**src/rtl/pcm_port_pkg.sv**
```systemverilog
// Package: shared widths and the quiet-code selection for the strobed PCM port.
package pcm_port_pkg;

    localparam int PCM_BITS = 8;

    typedef logic [PCM_BITS-1:0] pcm_t;

    // Negative-zero code for the selected law and coding
    function automatic pcm_t quiet_code(input logic law_a, input logic smag);
        pcm_t q;
        if (smag)       q = 8'h00;
        else if (law_a) q = 8'h55;
        else            q = 8'h7F;
        return q;
    endfunction

endpackage

```
**src/rtl/pcm_in_sync.sv**
```systemverilog
// Module: pcm_in_sync
// Brings a group of asynchronous single-bit inputs into the clk domain
// through STAGES flops each. All bits see the same latency, so inputs that
// change together on the link stay aligned after synchronisation.
module pcm_in_sync #(
    parameter int WIDTH  = 3,
    parameter int STAGES = 2
) (
    input  logic             clk,
    input  logic             rst_n,
    input  logic [WIDTH-1:0] d_async,
    output logic [WIDTH-1:0] d_sync
);
    logic [WIDTH-1:0] pipe [STAGES];

    // Shift each input through its synchroniser chain
    always_ff @(posedge clk) begin
        if (!rst_n) begin
            for (int s = 0; s < STAGES; s++) pipe[s] <= '0;
        end else begin
            pipe[0] <= d_async;
            for (int s = 1; s < STAGES; s++) pipe[s] <= pipe[s-1];
        end
    end

    assign d_sync = pipe[STAGES-1];
endmodule

```
**src/rtl/pcm_edge_det.sv**
```systemverilog
// Module: pcm_edge_det
// Turns the synchronised bit clock into single-cycle rise and fall strobes.
// Assumes the bit clock is much slower than clk, so each level lasts at
// least two clk cycles.
module pcm_edge_det (
    input  logic clk,
    input  logic rst_n,
    input  logic level,
    output logic rise,
    output logic fall
);
    logic level_q;

    // Remember the previous level for edge comparison
    always_ff @(posedge clk) begin
        if (!rst_n) level_q <= 1'b0;
        else        level_q <= level;
    end

    assign rise = level & ~level_q;
    assign fall = ~level & level_q;
endmodule

```
**src/rtl/pcm_tx_shift.sv**
```systemverilog
// Module: pcm_tx_shift
// Transmit serialiser. At the first rising bit-clock edge of a window it
// captures either the parallel byte or the quiet code, then drives one bit
// per rising edge, MSB first. Outside the window the enable is low and the
// data line is held at 0. Surplus edges of an over-long window repeat the
// last bit.
module pcm_tx_shift
    import pcm_port_pkg::*;
#(
    parameter int BITS = PCM_BITS
) (
    input  logic            clk,
    input  logic            rst_n,
    input  logic            rise,
    input  logic            win,
    input  logic [BITS-1:0] par_in,
    input  logic            subst,
    input  logic [BITS-1:0] quiet,
    output logic            sd_out,
    output logic            sd_oe
);
    localparam int CW = $clog2(BITS + 1);

    logic [BITS-1:0] sr;
    logic [CW-1:0]   cnt;
    logic [BITS-1:0] src;

    // Choose what the window will carry
    always_comb src = subst ? quiet : par_in;

    // Load, shift and count the transmit bits within a window
    always_ff @(posedge clk) begin
        if (!rst_n) begin
            sr     <= '0;
            cnt    <= '0;
            sd_out <= 1'b0;
        end else if (!win) begin
            cnt    <= '0;
            sd_out <= 1'b0;
        end else if (rise) begin
            if (cnt == '0) begin
                sd_out <= src[BITS-1];
                sr     <= src << 1;
                cnt    <= CW'(1);
            end else if (cnt < CW'(BITS)) begin
                sd_out <= sr[BITS-1];
                sr     <= sr << 1;
                cnt    <= cnt + CW'(1);
            end
        end
    end

    // Output enable follows the synchronised window
    always_ff @(posedge clk) begin
        if (!rst_n) sd_oe <= 1'b0;
        else        sd_oe <= win;
    end
endmodule

```
**src/rtl/pcm_rx_shift.sv**
```systemverilog
// Module: pcm_rx_shift
// Receive deserialiser. It samples the serial input on each falling
// bit-clock edge of a window, MSB first. On the final bit it publishes the
// byte, or the quiet code when muted, with a one-cycle valid pulse. A window
// that closes early clears the bit count and publishes nothing.
module pcm_rx_shift
    import pcm_port_pkg::*;
#(
    parameter int BITS = PCM_BITS
) (
    input  logic            clk,
    input  logic            rst_n,
    input  logic            fall,
    input  logic            win,
    input  logic            sd_in,
    input  logic            mute,
    input  logic [BITS-1:0] quiet,
    output logic [BITS-1:0] par_out,
    output logic            valid
);
    localparam int CW = $clog2(BITS + 1);

    logic [BITS-2:0] sr;
    logic [CW-1:0]   cnt;

    // Collect bits and publish a completed byte
    always_ff @(posedge clk) begin
        if (!rst_n) begin
            sr      <= '0;
            cnt     <= '0;
            par_out <= '0;
            valid   <= 1'b0;
        end else begin
            valid <= 1'b0;
            if (!win) begin
                cnt <= '0;
            end else if (fall && cnt < CW'(BITS)) begin
                sr  <= {sr[BITS-3:0], sd_in};
                cnt <= cnt + CW'(1);
                if (cnt == CW'(BITS - 1)) begin
                    par_out <= mute ? quiet : {sr, sd_in};
                    valid   <= 1'b1;
                end
            end
        end
    end
endmodule

```
**src/rtl/strobed_pcm_port.sv**
```systemverilog
// Module: strobed_pcm_port (top)
// Strobed serial PCM port for one 8-bit timeslot per frame. The bit clock,
// the strobe and the serial input are oversampled by clk. They go through a
// shared synchroniser so that they stay aligned. Assumes a synchronous bit
// clock at least about 8x slower than clk, and a strobe that changes with
// rising bit-clock edges.
module strobed_pcm_port
    import pcm_port_pkg::*;
(
    input  logic       clk,
    input  logic       rst_n,
    input  logic       bclk,
    input  logic       strobe,
    input  logic       sdin,
    output logic       sdout,
    output logic       sdout_oe,
    input  logic [7:0] tx_byte,
    output logic [7:0] rx_byte,
    output logic       rx_valid,
    input  logic       tx_mute,
    input  logic       rx_mute,
    input  logic       path_pd,
    input  logic       law_a,
    input  logic       code_smag
);
    localparam int SYNC_STAGES = 2;

    logic [2:0] link_sync;
    logic       bclk_s, strobe_s, sdin_s;
    logic       bclk_rise, bclk_fall;
    pcm_t       quiet;

    pcm_in_sync #(.WIDTH(3), .STAGES(SYNC_STAGES)) u_sync (
        .clk    (clk),
        .rst_n  (rst_n),
        .d_async({bclk, strobe, sdin}),
        .d_sync (link_sync)
    );

    assign {bclk_s, strobe_s, sdin_s} = link_sync;

    pcm_edge_det u_edge (
        .clk  (clk),
        .rst_n(rst_n),
        .level(bclk_s),
        .rise (bclk_rise),
        .fall (bclk_fall)
    );

    // Quiet code for the law and coding currently selected
    always_comb quiet = quiet_code(law_a, code_smag);

    pcm_tx_shift #(.BITS(PCM_BITS)) u_tx (
        .clk   (clk),
        .rst_n (rst_n),
        .rise  (bclk_rise),
        .win   (strobe_s),
        .par_in(tx_byte),
        .subst (tx_mute | path_pd),
        .quiet (quiet),
        .sd_out(sdout),
        .sd_oe (sdout_oe)
    );

    pcm_rx_shift #(.BITS(PCM_BITS)) u_rx (
        .clk    (clk),
        .rst_n  (rst_n),
        .fall   (bclk_fall),
        .win    (strobe_s),
        .sd_in  (sdin_s),
        .mute   (rx_mute),
        .quiet  (quiet),
        .par_out(rx_byte),
        .valid  (rx_valid)
    );
endmodule

```
**config.mk**
```make
export PLATFORM = sky130hd
export DESIGN_NAME = strobed_pcm_port
export DESIGN_NICKNAME = d
export VERILOG_FILES = /design/src/rtl/pcm_port_pkg.sv /design/src/rtl/pcm_in_sync.sv /design/src/rtl/pcm_edge_det.sv /design/src/rtl/pcm_tx_shift.sv /design/src/rtl/pcm_rx_shift.sv /design/src/rtl/strobed_pcm_port.sv
export SDC_FILE = /design/constraint.sdc
export NUM_CORES = 1
export LEC_CHECK = 0
export ABC_CLOCK_PERIOD_IN_PS = 1400
export BUFFER_PORTS_ARGS = -buffer_cell sky130_fd_sc_hd__buf_2
export CORE_MARGIN = 2
export CORE_UTILIZATION = 49
export CTS_CLUSTER_DIAMETER = 120
export CTS_CLUSTER_SIZE = 14
export DETAILED_ROUTE_END_ITERATION = 7
export PLACE_DENSITY = 0.74
export SYNTH_ARGS = -nofsm -noshare
export SYNTH_HDL_FRONTEND = slang
export SYNTH_SLANG_ARGS = --single-unit
export TNS_END_PERCENT = 30
```
**constraint.sdc**
```tcl
create_clock -name clk -period 1.4 [get_ports clk]
set_input_delay 0 -clock clk [delete_from_list [all_inputs] [get_ports clk]]
set_output_delay 0 -clock clk [all_outputs]
set_load 0.01 [all_outputs]
```
* Yosys cells after proc, flatten, opt, wreduce, memory -nomap -nowiden
Memories as Yosys holds them, arrays and structs flattened.
Cells that the tools add are included.
** Word-level totals
- Bits in registers :: 35
- Memory bits (writable) :: 6
- Output and inout bits :: 11
- Logic and storage cells :: 46
- Memories kept :: 1
** Memories
- u_sync.pipe :: depth 2, bits a word 3, read ports 2, clocked after memory_dff 0, write ports 2, RTL line pcm_in_sync.sv:14 : logic [WIDTH-1:0] pipe [STAGES];
** Operators by class
- Add/sub/neg operators :: 2
- $lt $le $gt $ge :: 2
- Equality and inequality tests :: 1
- Muxes and demuxes :: 15
- Bitwise gates (word level) :: 7
- Reduce and logical (&&, ||, !) cells :: 9
** Operators by type and width (number)
- $mux W8 :: 4
- $reduce_and A3 Y1 :: 3
- $add A4 B1 Y4 const B :: 2
- $lt A4 B4 Y1 const B :: 2
- $mux W4 :: 2
- $mux W7 :: 1
- $mux W3 :: 2
- $mux W6 :: 1
- $reduce_and A2 Y1 :: 3
- $mux W1 :: 5
- $eq A4 B3 Y1 const B :: 1
- $logic_not A4 Y1 :: 1
- $or A1 B1 Y1 :: 3
- $and A1 B1 Y1 :: 2
- $not A1 Y1 :: 2
- $reduce_bool A2 Y1 :: 1
- $logic_and A1 B1 Y1 :: 1

* Logic depth before layout (Yosys ltp)
Gate-level depths: netlist (run 1).
An unclocked memory read counts as a cell.
- Depth after elaboration :: 5
- Depth in mapped cells :: 5
- Depth with buffers taken out :: 5

* By module
From an unflattened synthesis (run 1), not the netlist that was laid out.
** Unflattened totals
- Cell total of the unflattened synthesis :: 181
- Area, all modules :: 1816.7 µm²
** By module, submodules not included
- pcm_rx_shift :: times used 1, cells each 80, area an instance 870.8 µm², sequential area each 400.4 µm²
- pcm_tx_shift :: times used 1, cells each 78, area an instance 709.4 µm², sequential area each 260.2 µm²
- pcm_in_sync :: times used 1, cells each 15, area an instance 180.2 µm², sequential area each 120.1 µm²
- pcm_edge_det :: times used 1, cells each 4, area an instance 38.8 µm², sequential area each 20.0 µm²
- strobed_pcm_port :: times used 1, cells each 4, area an instance 17.5 µm², sequential area each 0.0 µm²

* Worst setup path before layout (run 1)
No wires, ideal clock.
- Kind :: reg2reg
- Start point :: reg u_tx.cnt[0]
- End point :: reg u_tx.sr[3]
- Library setup time :: 0.122 ns
- Arrival time :: 1.289 ns
- Slack :: -0.012 ns
- Cell stages (with the launch flop) :: 6
- Path buffers :: 0
- Clock period less this slack :: 1.412 ns
- Cells stage by stage :: dfxtp_1 -> inv_1 -> ha_1 -> or3b_2 -> a211oi_1 -> o31ai_1
** On the way
- Cells in the longest elaborated chain, start to end :: 3
- Elaborated cells on any way between the ends :: 5
- Those cells by class :: 1 x order compare; 1 x mux; 3 x reduce/logical
** RTL lines
- start, declared :: RTL line pcm_tx_shift.sv:25 : logic [CW-1:0] cnt;
- start signal, assigned :: RTL line pcm_tx_shift.sv:48 : cnt <= cnt + CW'(1);
- $lt A4 B4 Y1 / $logic_not A4 Y1 (equally long branches) :: RTL line pcm_tx_shift.sv:45, pcm_tx_shift.sv:41
- $reduce_bool A2 Y1 (no source line)
- $reduce_and A3 Y1 (no source line)
- end signal, assigned :: RTL line pcm_tx_shift.sv:43 : sr <= src << 1;
- end signal, assigned :: RTL line pcm_tx_shift.sv:47 : sr <= sr << 1;
- end, declared :: RTL line pcm_tx_shift.sv:24 : logic [BITS-1:0] sr;
Several ways; a longest one is shown, not always the timed one.
A chain may end at the register's enable or synchronous reset.

* Final worst setup path (run 1)
- Start point :: reg u_tx.cnt[0]
- End point :: reg u_tx.sr[5]
The elaborated chain is that of the path after synthesis.

==> results.txt, run 1 <==
Cell area after synthesis: 1710 um2
# DRC: 0
Final setup margin: 0.0310 ns
Clk sinks: 40
Synthesized Nets: 198
DIE HEIGHT: 63.1 um
Slew Limit Headroom: 54.5%
DRT Pass-1 Iters: 4
Crit path buffers/inverters: 1
Hold path start: tx_byte[6]
Wire length per cell: 14.2 um
Tightest Pin Transition: 0.680 ns
Worst r2r src: u_tx.cnt[0]
Hold path endpoint: u_tx.sr[7]
Initial antenna violation count: 0
Yosys Warn Count: 0
Max-slew violations: 0
Unrepaired setup endpoints after global routing: true
NetSw: 0.000431 W
Placed Area: 1920 um2
Status: finished clean
CP Data Required Time: 1.65 ns
Largest net degree at the start of global routing: 18
Vias: 1498
CTS clock-pin slew for the worst setup and hold paths: 0.11 ns
Crit end category: flip-flop
I/O pins: 29
GPL Wtd Cong: 0.844
Worst flop-to-flop path endpoint: u_tx.sr[5]
Wire length of the first global-routing pass: 6310 um
Slowest stage delay, CP: 0.42 ns
Place WS: -0.0443 ns
Critical path class: flip-flop to flip-flop
PortBufs: 28
R2R cell count: 5
VDD IR max: 526 uV
PD cells: 863 nW/um2
Gr usage total: 20.1%
CTS Root Cell: clkbuf_4
Vias in the first global route: 1426
Sequential power share: 63.4%
Setup TNS: 0 ns
Fin. Hold Viols: 0
GRT overflow: 0
Max Root-Sink Buffers: 2
Synth cell types: 41
Fmax: 0.730 GHz
Crit path DAT: 1.62 ns
Worst Hold Class: primary input to flip-flop
N_diodes: 0
DP Wirelength: 2700 um
1st-iter DRT viols: 97
Post-route ant nets: 0
Rows: 21
Crit Path Max Fanout: 3
Main flop type after synthesis: dfxtp_1
Via/cell ratio: 5.61
Width of the die: 63.1 um
Comb power frac: 6.8%
Worst Clk Skew: 0.00445 ns
EDFF count, synth: 0
Design area: 2120 um2
Area grow syn2layout: 23.7%
Fin crit share: 97.8%
Hold WS: 0.0321 ns
Crit-path cells: inv_2 > ha_1 > or3b_4 > a211oi_2 > o31ai_1
H-tree level count: 2
CP delay by family, top: simple AND/OR/NAND/NOR gates
Hold path depth: 3
Worst-skew pair later-pin latency: 0.35 ns
Yosys reg bits: 40
Post-Synthesis Cells: 177
Nets@finish: 242
Register-to-register setup slack: 0.03 ns
Count of final setup violators: 0
Num CTS Buffers: 5
Leakage Power: 0.801 nW
Initial core utilization: 51.3%
Pint: 0.00140 W
CTS tree: built
Die area: 3980 um2
Share of layout cells above drive strength 1: 29.4%
Synth Area per Inst: 9.67 um2
WL final: 3800 um
CP max-delay cell: or3b_4
Seq/Total Area, Yosys: 46.8%
Switching share of power: 23.6%
Maxcap violations: 0
Tmin final: 1.37 ns
Core ar.: 3340 um2
Fraction of registers with async set/reset: 0%
Clock share of power: 29.8%
CP startpoint kind: flip-flop
power groups by stage:
| stage | clock network (W) | logic, W | registers [W] |
|---|---|---|---|
| CTS | 0.000565 | 0.000119 | 0.00116 |
| detailed placement | 0 | 0.0000958 | 0.00118 |
| finish | 0.000545 | 0.000124 | 0.00116 |
| global route | 0.000622 | 0.000134 | 0.00116 |
| floorplan | 0 | 0.0000550 | 0.00118 |
| global placement | 0 | 0.0000924 | 0.00118 |
final cells by class:
type	instances	area, um2
Clock buffer	6	41.3
Tap cell	46	57.6
Timing Repair Buffer	46	299
Fill cell	295	1220
Multi-Input combinational cell	123	890
Inverter	5	18.8
Sequential cell	40	806
Clock inverter	1	5.00
placed cells by master (no fill, tap or decap), types with 8 or more instances in the layout:
cell           Yosys  final
mux2i_1            8      8
dfxtp_1           40     36
nand2_1           10     10
o21ai_0            9      9
a21oi_1           12     12
nor2_1            15     15
dlygate4sd3_1      0      8
buf_2              3     28
buf_4              1      9
Yosys cell counts, drive strengths merged, types with 3 or more instances:
cell | number | area (um2)
dfxtp | 40 | 801
nor2 | 15 | 56.3
a21oi | 12 | 60.1
nand2 | 10 | 37.5
o21ai | 9 | 45.0
a211oi | 8 | 65.1
mux2i | 8 | 80.1
nor3 | 8 | 45.0
and2 | 7 | 43.8
buf | 6 | 45.0
nor3b | 5 | 47.5
inv | 4 | 15.0
o2111ai | 4 | 35.0
a2111oi | 3 | 26.3
and3b | 3 | 26.3
and4bb | 3 | 37.5
clkbuf | 3 | 11.3
ha | 3 | 37.5
nand3 | 3 | 15.0
nand3b | 3 | 22.5
o31ai | 3 | 22.5
sequential cells by signal, summed over array words and instances, names as in the netlist:
register,flops
u_sync.pipe,6
u_edge.level_q,1
u_tx.sr,7
u_tx.sd_out,1
u_tx.sd_oe,1
u_rx.par_out,8
u_rx.valid,1
u_tx.cnt,4
u_rx.sr,7
u_rx.cnt,4
routing by layer:
layer	GRT usage, %	vias up	wire length [um]
met1	23.9	708	1640
met2	34.2	45	1910
met5	0	-	0
met4	7.50	0	57
li1	-	739	-
met3	5.89	6	186
through the flow:
step	instances	utilization, %	total power, W
6_report	267	63.4	0.00183
5_1_grt	267	63.4	0.00192
4_1_cts	266	62.1	0.00184
3_5_place_dp	251	57.6	0.00128
3_3_place_gp	251	57.6	0.00128
2_1_floorplan	177	-	0.00124
cell families (layout without fill, tap and decap cells):
group / count (synthesis) / in the layout / share of synthesized area, %
compound gates: 44 / 44 / 17.3
fa+ha+maj: 3 / 3 / 2.19
simple gates: 66 / 66 / 23.6
buf+inv: 14 / 58 / 4.39
mux: 8 / 8 / 4.68
xor+xnor: 2 / 2 / 1.02
flops: 40 / 40 / 46.8
worst max-delay path by stage:
stage | startpoint | end | slack, ns | cells after the start
floorplan | u_tx.cnt[0] | u_tx.sr[3] | 0.02 | 5
global placement | u_tx.cnt[0] | u_tx.sr[3] | 0.02 | 5
detailed placement | u_tx.cnt[0] | u_tx.sr[5] | -0.04 | 5
CTS | u_rx.cnt[0] | u_rx.par_out[1] | -0.005 | 4
global route | u_tx.cnt[0] | u_tx.sr[5] | -0.03 | 5
finish | u_tx.cnt[0] | u_tx.sr[5] | 0.03 | 5
worst reg2reg max path, delay by kind of cell (launching register included):
kind / cells / cell delay (ns)
adder cells (fa/ha/maj): 1 / 0.19
AO/OA/AOI/OAI: 2 / 0.27
flip-flops: 1 / 0.34
AND/OR/NAND/NOR: 1 / 0.42
buffers and inverters: 1 / 0.05
timing repair:
item                                   4_1_cts  5_1_grt
pin swaps                                    0        1
gates cloned                                 0        0
buffers inserted                             0        1
hold buffers                                 8        0
resized for setup                            7       10
endpoints found under the hold margin       10        0
setup endpoints to repair                    6       17
(Power assumes the default switching activity.)
==> inputs of run 2 (changes only) <==
CELL_PAD_IN_SITES_DETAIL_PLACEMENT = 1   (was default)
CELL_PAD_IN_SITES_GLOBAL_PLACEMENT = 2   (was default)
CORE_MARGIN = default   (was 2)
CORE_UTILIZATION = 30   (was 49)
PLACE_DENSITY = default   (was 0.74)
PLACE_DENSITY_LB_ADDON = 0.1   (was default)
==> results.txt, run 2 (synthesis results as in run 1) <==
Status: finished clean
Count of final setup violators: 0 (unchanged)
Die area: 6010 um2 (+51%)
Wire length of the first global-routing pass: 7690 um (+22%)
Critical path class: flip-flop to flip-flop
GRT overflow: 0 (unchanged)
Number of flip-flops in the largest register: 8 (unchanged)
Tightest Pin Transition: 0.938 ns (+0.258 ns)
CP Data Required Time: 1.60 ns (-0.05 ns)
Worst-skew pair later-pin latency: 0.29 ns (-0.06 ns)
Width of the die: 77.5 um (+23%)
Worst Hold Class: primary input to flip-flop
Gr usage total: 16.2% (-3.9 points)
Setup TNS: 0 ns (unchanged)
WL final: 4490 um (+18%)
Via/cell ratio: 4.99 (-11%)
Top Registers: u_rx.par_out: 8 flops, u_rx.sr: 7 flops, u_tx.sr: 7 flops
Post-route ant nets: 0 (unchanged)
CP startpoint kind: flip-flop
PortBufs: 28 (unchanged)
1st-iter DRT viols: 55 (-43%)
Wire length per cell: 14.9 um (+4.9%)
Fin. Hold Viols: 0 (unchanged)
Largest net degree at the start of global routing: 17 (-1)
PD cells: 914 nW/um2 (+5.9%)
DRT Pass-1 Iters: 4 (unchanged)
Rows: 27 (+29%)
Worst Clk Skew: 0.00333 ns (-0.00111 ns)
Largest Register: u_rx.par_out
Crit Path Max Fanout: 4 (+1)
H-tree level count: 2 (unchanged)
Vias in the first global route: 1634 (+15%)
Fin util: 41.4% (-22 points)
Area grow syn2layout: 33.1%
Setup crit start: u_tx.cnt[0]
Share of layout cells above drive strength 1: 32.3% (+2.9 points)
Fin crit share: 96.8% (-0.99 points)
N_diodes: 0 (unchanged)
VDD IR max: 280 uV (-47%)
Hold path start: tx_mute
CTS Root Cell: clkbuf_8
Max Root-Sink Buffers: 2 (unchanged)
DIE HEIGHT: 77.5 um (+23%)
Number of fill cells: 642 (+120%)
Clk sinks: 40 (unchanged)
CTS tree: built
DP Wirelength: 3300 um (+22%)
# DRC: 0 (unchanged)
Initial core utilization: 31.1% (-20 points)
Cell Count, Final, Fillers Out: 301 (+13%)
Unrepaired setup endpoints after global routing: true
Crit path DAT: 1.56 ns (-0.06 ns)
Slew Limit Headroom: 37.3% (-17 points)
Max-slew violations: 0 (unchanged)
Tmin final: 1.36 ns (-0.0138 ns)
Nets@finish: 249 (+2.9%)
I/O pins: 29 (unchanged)
Worst r2r src: u_tx.cnt[0]
Commonest non-fill, non-tap cells in the layout: dfxtp_1, buf_2, buf_4, nor2_1, a21oi_1
Initial antenna violation count: 0 (unchanged)
Fmax: 0.738 GHz (+1.0%)
Leakage Power: 0.846 nW (+5.6%)
GPL Wtd Cong: 0.820 (-2.8%)
Maxcap violations: 0 (unchanged)
Num CTS Buffers: 5 (unchanged)
Core ar.: 5510 um2 (+65%)
Crit end category: flip-flop
Commonest non-fill, non-tap cell in the layout: dfxtp_1
Placed insts: 282 (+12%)
CTS clock-pin slew for the worst setup and hold paths: 0.08 ns (-0.03 ns)
Vias: 1503 (+0.33%)
==> run 2: cell types whose count changed in the layout (fill, tap and decap cells not counted), moves of 2 or more <==
| cell | change |
|---|---|
| a2111oi_2 | -2 |
| a2111oi_4 | +3 |
| buf_4 | +8 |
| clkbuf_4 | -5 |
| clkbuf_8 | +6 |
==> run 2: area by class of cell <==
type / count / area [um2] / share of cell area [%]
multi-input combinational: 123 / 926 / 40.6
sequential: 40 / 806 / 35.4
timing repair buffer: 53 / 348 / 15.3
clock buffer: 8 / 90.1 / 3.95
tap: 72 / 90.1 / 3.95
inverter: 5 / 18.8 / 0.824
==> run 2: stage by stage <==
step	setup WS, ns	hold slack, ns	cell area (um2)	power (W)
global route	-0.0359	0.0722	2280	0.00219
finish	0.0448	0.0720	2280	0.00208
CTS	-0.0143	0.0700	2190	0.00210
detailed placement	-0.0551	0.215	1990	0.00129
global placement	0.00325	0.205	1990	0.00129
floorplan	0.0222	0.127	1710	0.00124
==> run 2: timing repair <==
action / in CTS / in global routing
endpoints found under the hold margin: 9 / 0
hold buffers: 8 / 0
pin swaps: 0 / 3
resized for setup: 10 / 11
buffers inserted: 0 / 3
setup endpoints to repair: 14 / 20
==> run 2: final timing paths <==
check,to,slack (ns),cells past startpoint
min,u_tx.sr[2],0.07,4
max reg2reg,u_tx.sr[7],0.04,6
min reg2reg,u_sync.pipe[0][3],0.44,1
max,u_tx.sr[7],0.04,6
==> run 2: power by group <==
part | internal [W] | switching, W | total, W
logic | 0.0000666 | 0.0000673 | 0.000134
registers | 0.00115 | 0.00000997 | 0.00116
clock network | 0.000402 | 0.000387 | 0.000790
total | 0.00162 | 0.000465 | 0.00208
==> run 2: critical path, stage by stage, from the launching register on <==
cell and delay [ns]:
dfxtp_1 0.33, inv_2 0.06, ha_1 0.17, nor3b_4 0.28
buf_4 0.18, nor2_1 0.05, o31ai_1 0.21
==> run 2: metal layers <==
metal  vias up  GRT usage (%)  share of wire (%)
li1        748              -                  -
met2        26           28.8                 52
met5         -              0                  0
met3         2           4.35                3.2
met4         0           5.09               0.42
met1       727           18.7                 45
==> inputs of run 3 (changes only) <==
==> constraint.sdc (replaced) <==
create_clock -name clk -period 1.4 [get_ports clk]
set_input_delay 0.21 -clock clk [delete_from_list [all_inputs] [get_ports clk]]
set_output_delay 0.21 -clock clk [all_outputs]
set_load 0.01 [all_outputs]
==> results.txt, run 3 (synthesis results as in run 1) <==
GPL Wtd Cong: 0.822 (+0.29%)
Commonest non-fill, non-tap cell in the layout: dfxtp_1
H-tree level count: 2 (unchanged)
Crit-path cells: inv_2 > ha_2 > nor3b_4 > buf_4 > nor2_1 > o31ai_1
Status: finished clean
PD cells: 929 nW/um2 (+1.7%)
Worst-skew pair later-pin latency: 0.29 ns (about the same)
Wire length of the first global-routing pass: 7300 um (-5.0%)
DRT Pass-1 Iters: 2 (-2)
CTS tree: built
Slew Limit Headroom: 54.2% (+17 points)
CP Data Required Time: 1.60 ns (about the same)
Final total power: 0.00199 W (-4.3%)
Commonest non-fill, non-tap cells in the layout: dfxtp_1, buf_2, nor2_1, buf_4, a21oi_1
Count of final setup violators: 0 (unchanged)
Max Root-Sink Buffers: 2 (unchanged)
Share of layout cells above drive strength 1: 33.5% (+1.2 points)
Largest Register: u_rx.par_out
Post-route ant nets: 0 (unchanged)
Crit path DAT: 1.54 ns (-0.02 ns)
Width of the die: 77.5 um (unchanged)
# hold bufs at CTS: 0 (-8)
Max-slew violations: 0 (unchanged)
DIE HEIGHT: 77.5 um (unchanged)
Placed Area: 1980 um2 (-0.38%)
Clk sinks: 40 (unchanged)
Tmin final: 1.34 ns (-0.0166 ns)
1st-iter DRT viols: 38 (-31%)
Maxcap violations: 0 (unchanged)
Top Registers: u_rx.par_out: 8 flops, u_rx.sr: 7 flops, u_tx.sr: 7 flops
Core ar.: 5510 um2 (unchanged)
Num CTS Buffers: 5 (unchanged)
Clock share of power: 36.1% (-1.8 points)
CTS clock-pin slew for the worst setup and hold paths: 0.08 ns (about the same)
Die area: 6010 um2 (unchanged)
Sequential power share: 58.2% (+2.6 points)
Pint: 0.00154 W (-4.8%)
Fmax: 0.747 GHz (+1.2%)
Fin. Hold Viols: 0 (unchanged)
Worst Clk Skew: 0.00538 ns (+0.00204 ns)
VDD IR max: 345 uV (+23%)
Crit end category: flip-flop
Leakage Power: 0.798 nW (-5.6%)
# DRC: 0 (unchanged)
Place WS: -0.0388 ns (+0.0163 ns)
Largest net degree at the start of global routing: 18 (+1)
CP max-delay cell: dfxtp_1
Hold path start: sdin
Initial core utilization: 31.1% (unchanged)
CTS Root Cell: clkbuf_8
NetSw: 0.000452 W (-2.7%)
Critical path class: flip-flop to flip-flop
Design area: 2140 um2 (-5.9%)
CP startpoint kind: flip-flop
Setup crit start: u_tx.cnt[0]
PortBufs: 28 (unchanged)
Tightest Pin Transition: 0.686 ns (-0.252 ns)
Setup TNS: 0 ns (unchanged)
Crit Path Max Fanout: 4 (unchanged)
Final setup margin: 0.0614 ns (+0.0166 ns)
N_diodes: 0 (unchanged)
Vias in the first global route: 1496 (-8.4%)
Nets@finish: 239 (-4.0%)
Fin crit share: 95.6% (-1.2 points)
Area grow syn2layout: 25.3%
GRT overflow: 0 (unchanged)
Number of flip-flops in the largest register: 8 (unchanged)
WL final: 4380 um (-2.5%)
Via/cell ratio: 5.08 (+1.7%)
I/O pins: 29 (unchanged)
Gr usage total: 15.7% (-0.51 points)
Switching share of power: 22.7% (+0.38 points)
Initial antenna violation count: 0 (unchanged)
Rows: 27 (unchanged)
Worst Hold Class: primary input to flip-flop
Unrepaired setup endpoints after global routing: true
DP Wirelength: 3270 um (-1.0%)
Fin util: 38.9% (-2.4 points)
Wire length per cell: 15.1 um (+1.2%)
Vias: 1472 (-2.1%)
Slowest stage delay, CP: 0.32 ns (about the same)
Comb power frac: 5.7% (-0.7 points)
Number of fill cells: 663 (+3.3%)
Worst r2r src: u_tx.cnt[0]
-- run 3: cell types whose count changed in the layout (fill, tap and decap cells not counted), sizes merged --
cell / previous run / this run
dlygate4sd3: 8 / 0
buf: 45 / 43
clkbuf: 8 / 6
clkinv: 1 / 2
-- run 3: power groups by stage --
stage	logic, W	registers [W]	clock network, W
after detailed placement	0.000105	0.00119	0
after global routing	0.000124	0.00116	0.000819
after CTS	0.000108	0.00116	0.000755
after global placement	0.000102	0.00118	0
after floorplan	0.0000550	0.00118	0
final	0.000113	0.00116	0.000720
-- run 3: per-stage QoR --
stage / std cells / hold WS (ns)
detailed placement: 281 / 0.422
global route: 290 / 0.117
CTS: 288 / 0.118
floorplan: 177 / 0.337
finish: 290 / 0.130
global placement: 281 / 0.415
-- run 3: path summary, 6_finish.rpt --
path / slack (ns) / cells past startpoint / end
max reg2reg: 0.06 / 6 / u_tx.sr[7]
min: 0.13 / 2 / u_sync.pipe[0][0]
min reg2reg: 0.43 / 1 / u_sync.pipe[0][3]
max: 0.06 / 6 / u_tx.sr[7]
-- run 3: cell type report --
type	instances	area, um2	share of cell area, %
clock inverters	1	5.00	0.233
multi-input cells	123	895	41.7
flip-flops and latches	40	807	37.6
clock buffers	6	72.6	3.38
inverters	5	18.8	0.875
well taps	72	90.1	4.20
repair buffers	43	256	12.0
-- run 3: worst max-delay path: cells and delay by family (launching register included) --
family                   cells  cell delay (ns)
AND/OR/NAND/NOR              2             0.31
adder cells (fa/ha/maj)      1             0.17
AO/OA/AOI/OAI                1             0.21
flip-flops                   1             0.32
buffers and inverters        2             0.24
-- run 3: per-layer routing --
metal / GRT usage [%] / vias up / part of all wire [%]
met5: 0 / - / 0
met4: 6.23 / 0 / 1.6
met3: 3.65 / 6 / 2.8
met2: 26.6 / 27 / 50
met1: 19.0 / 703 / 46
li1: - / 736 / -
-- run 3: what timing repair did --
action | in CTS | in global routing
gates resized for setup | 7 | 15
setup buffers | 0 | 2
setup endpoints to repair | 13 | 15
pin swaps | 0 | 2
gates cloned | 0 | 0
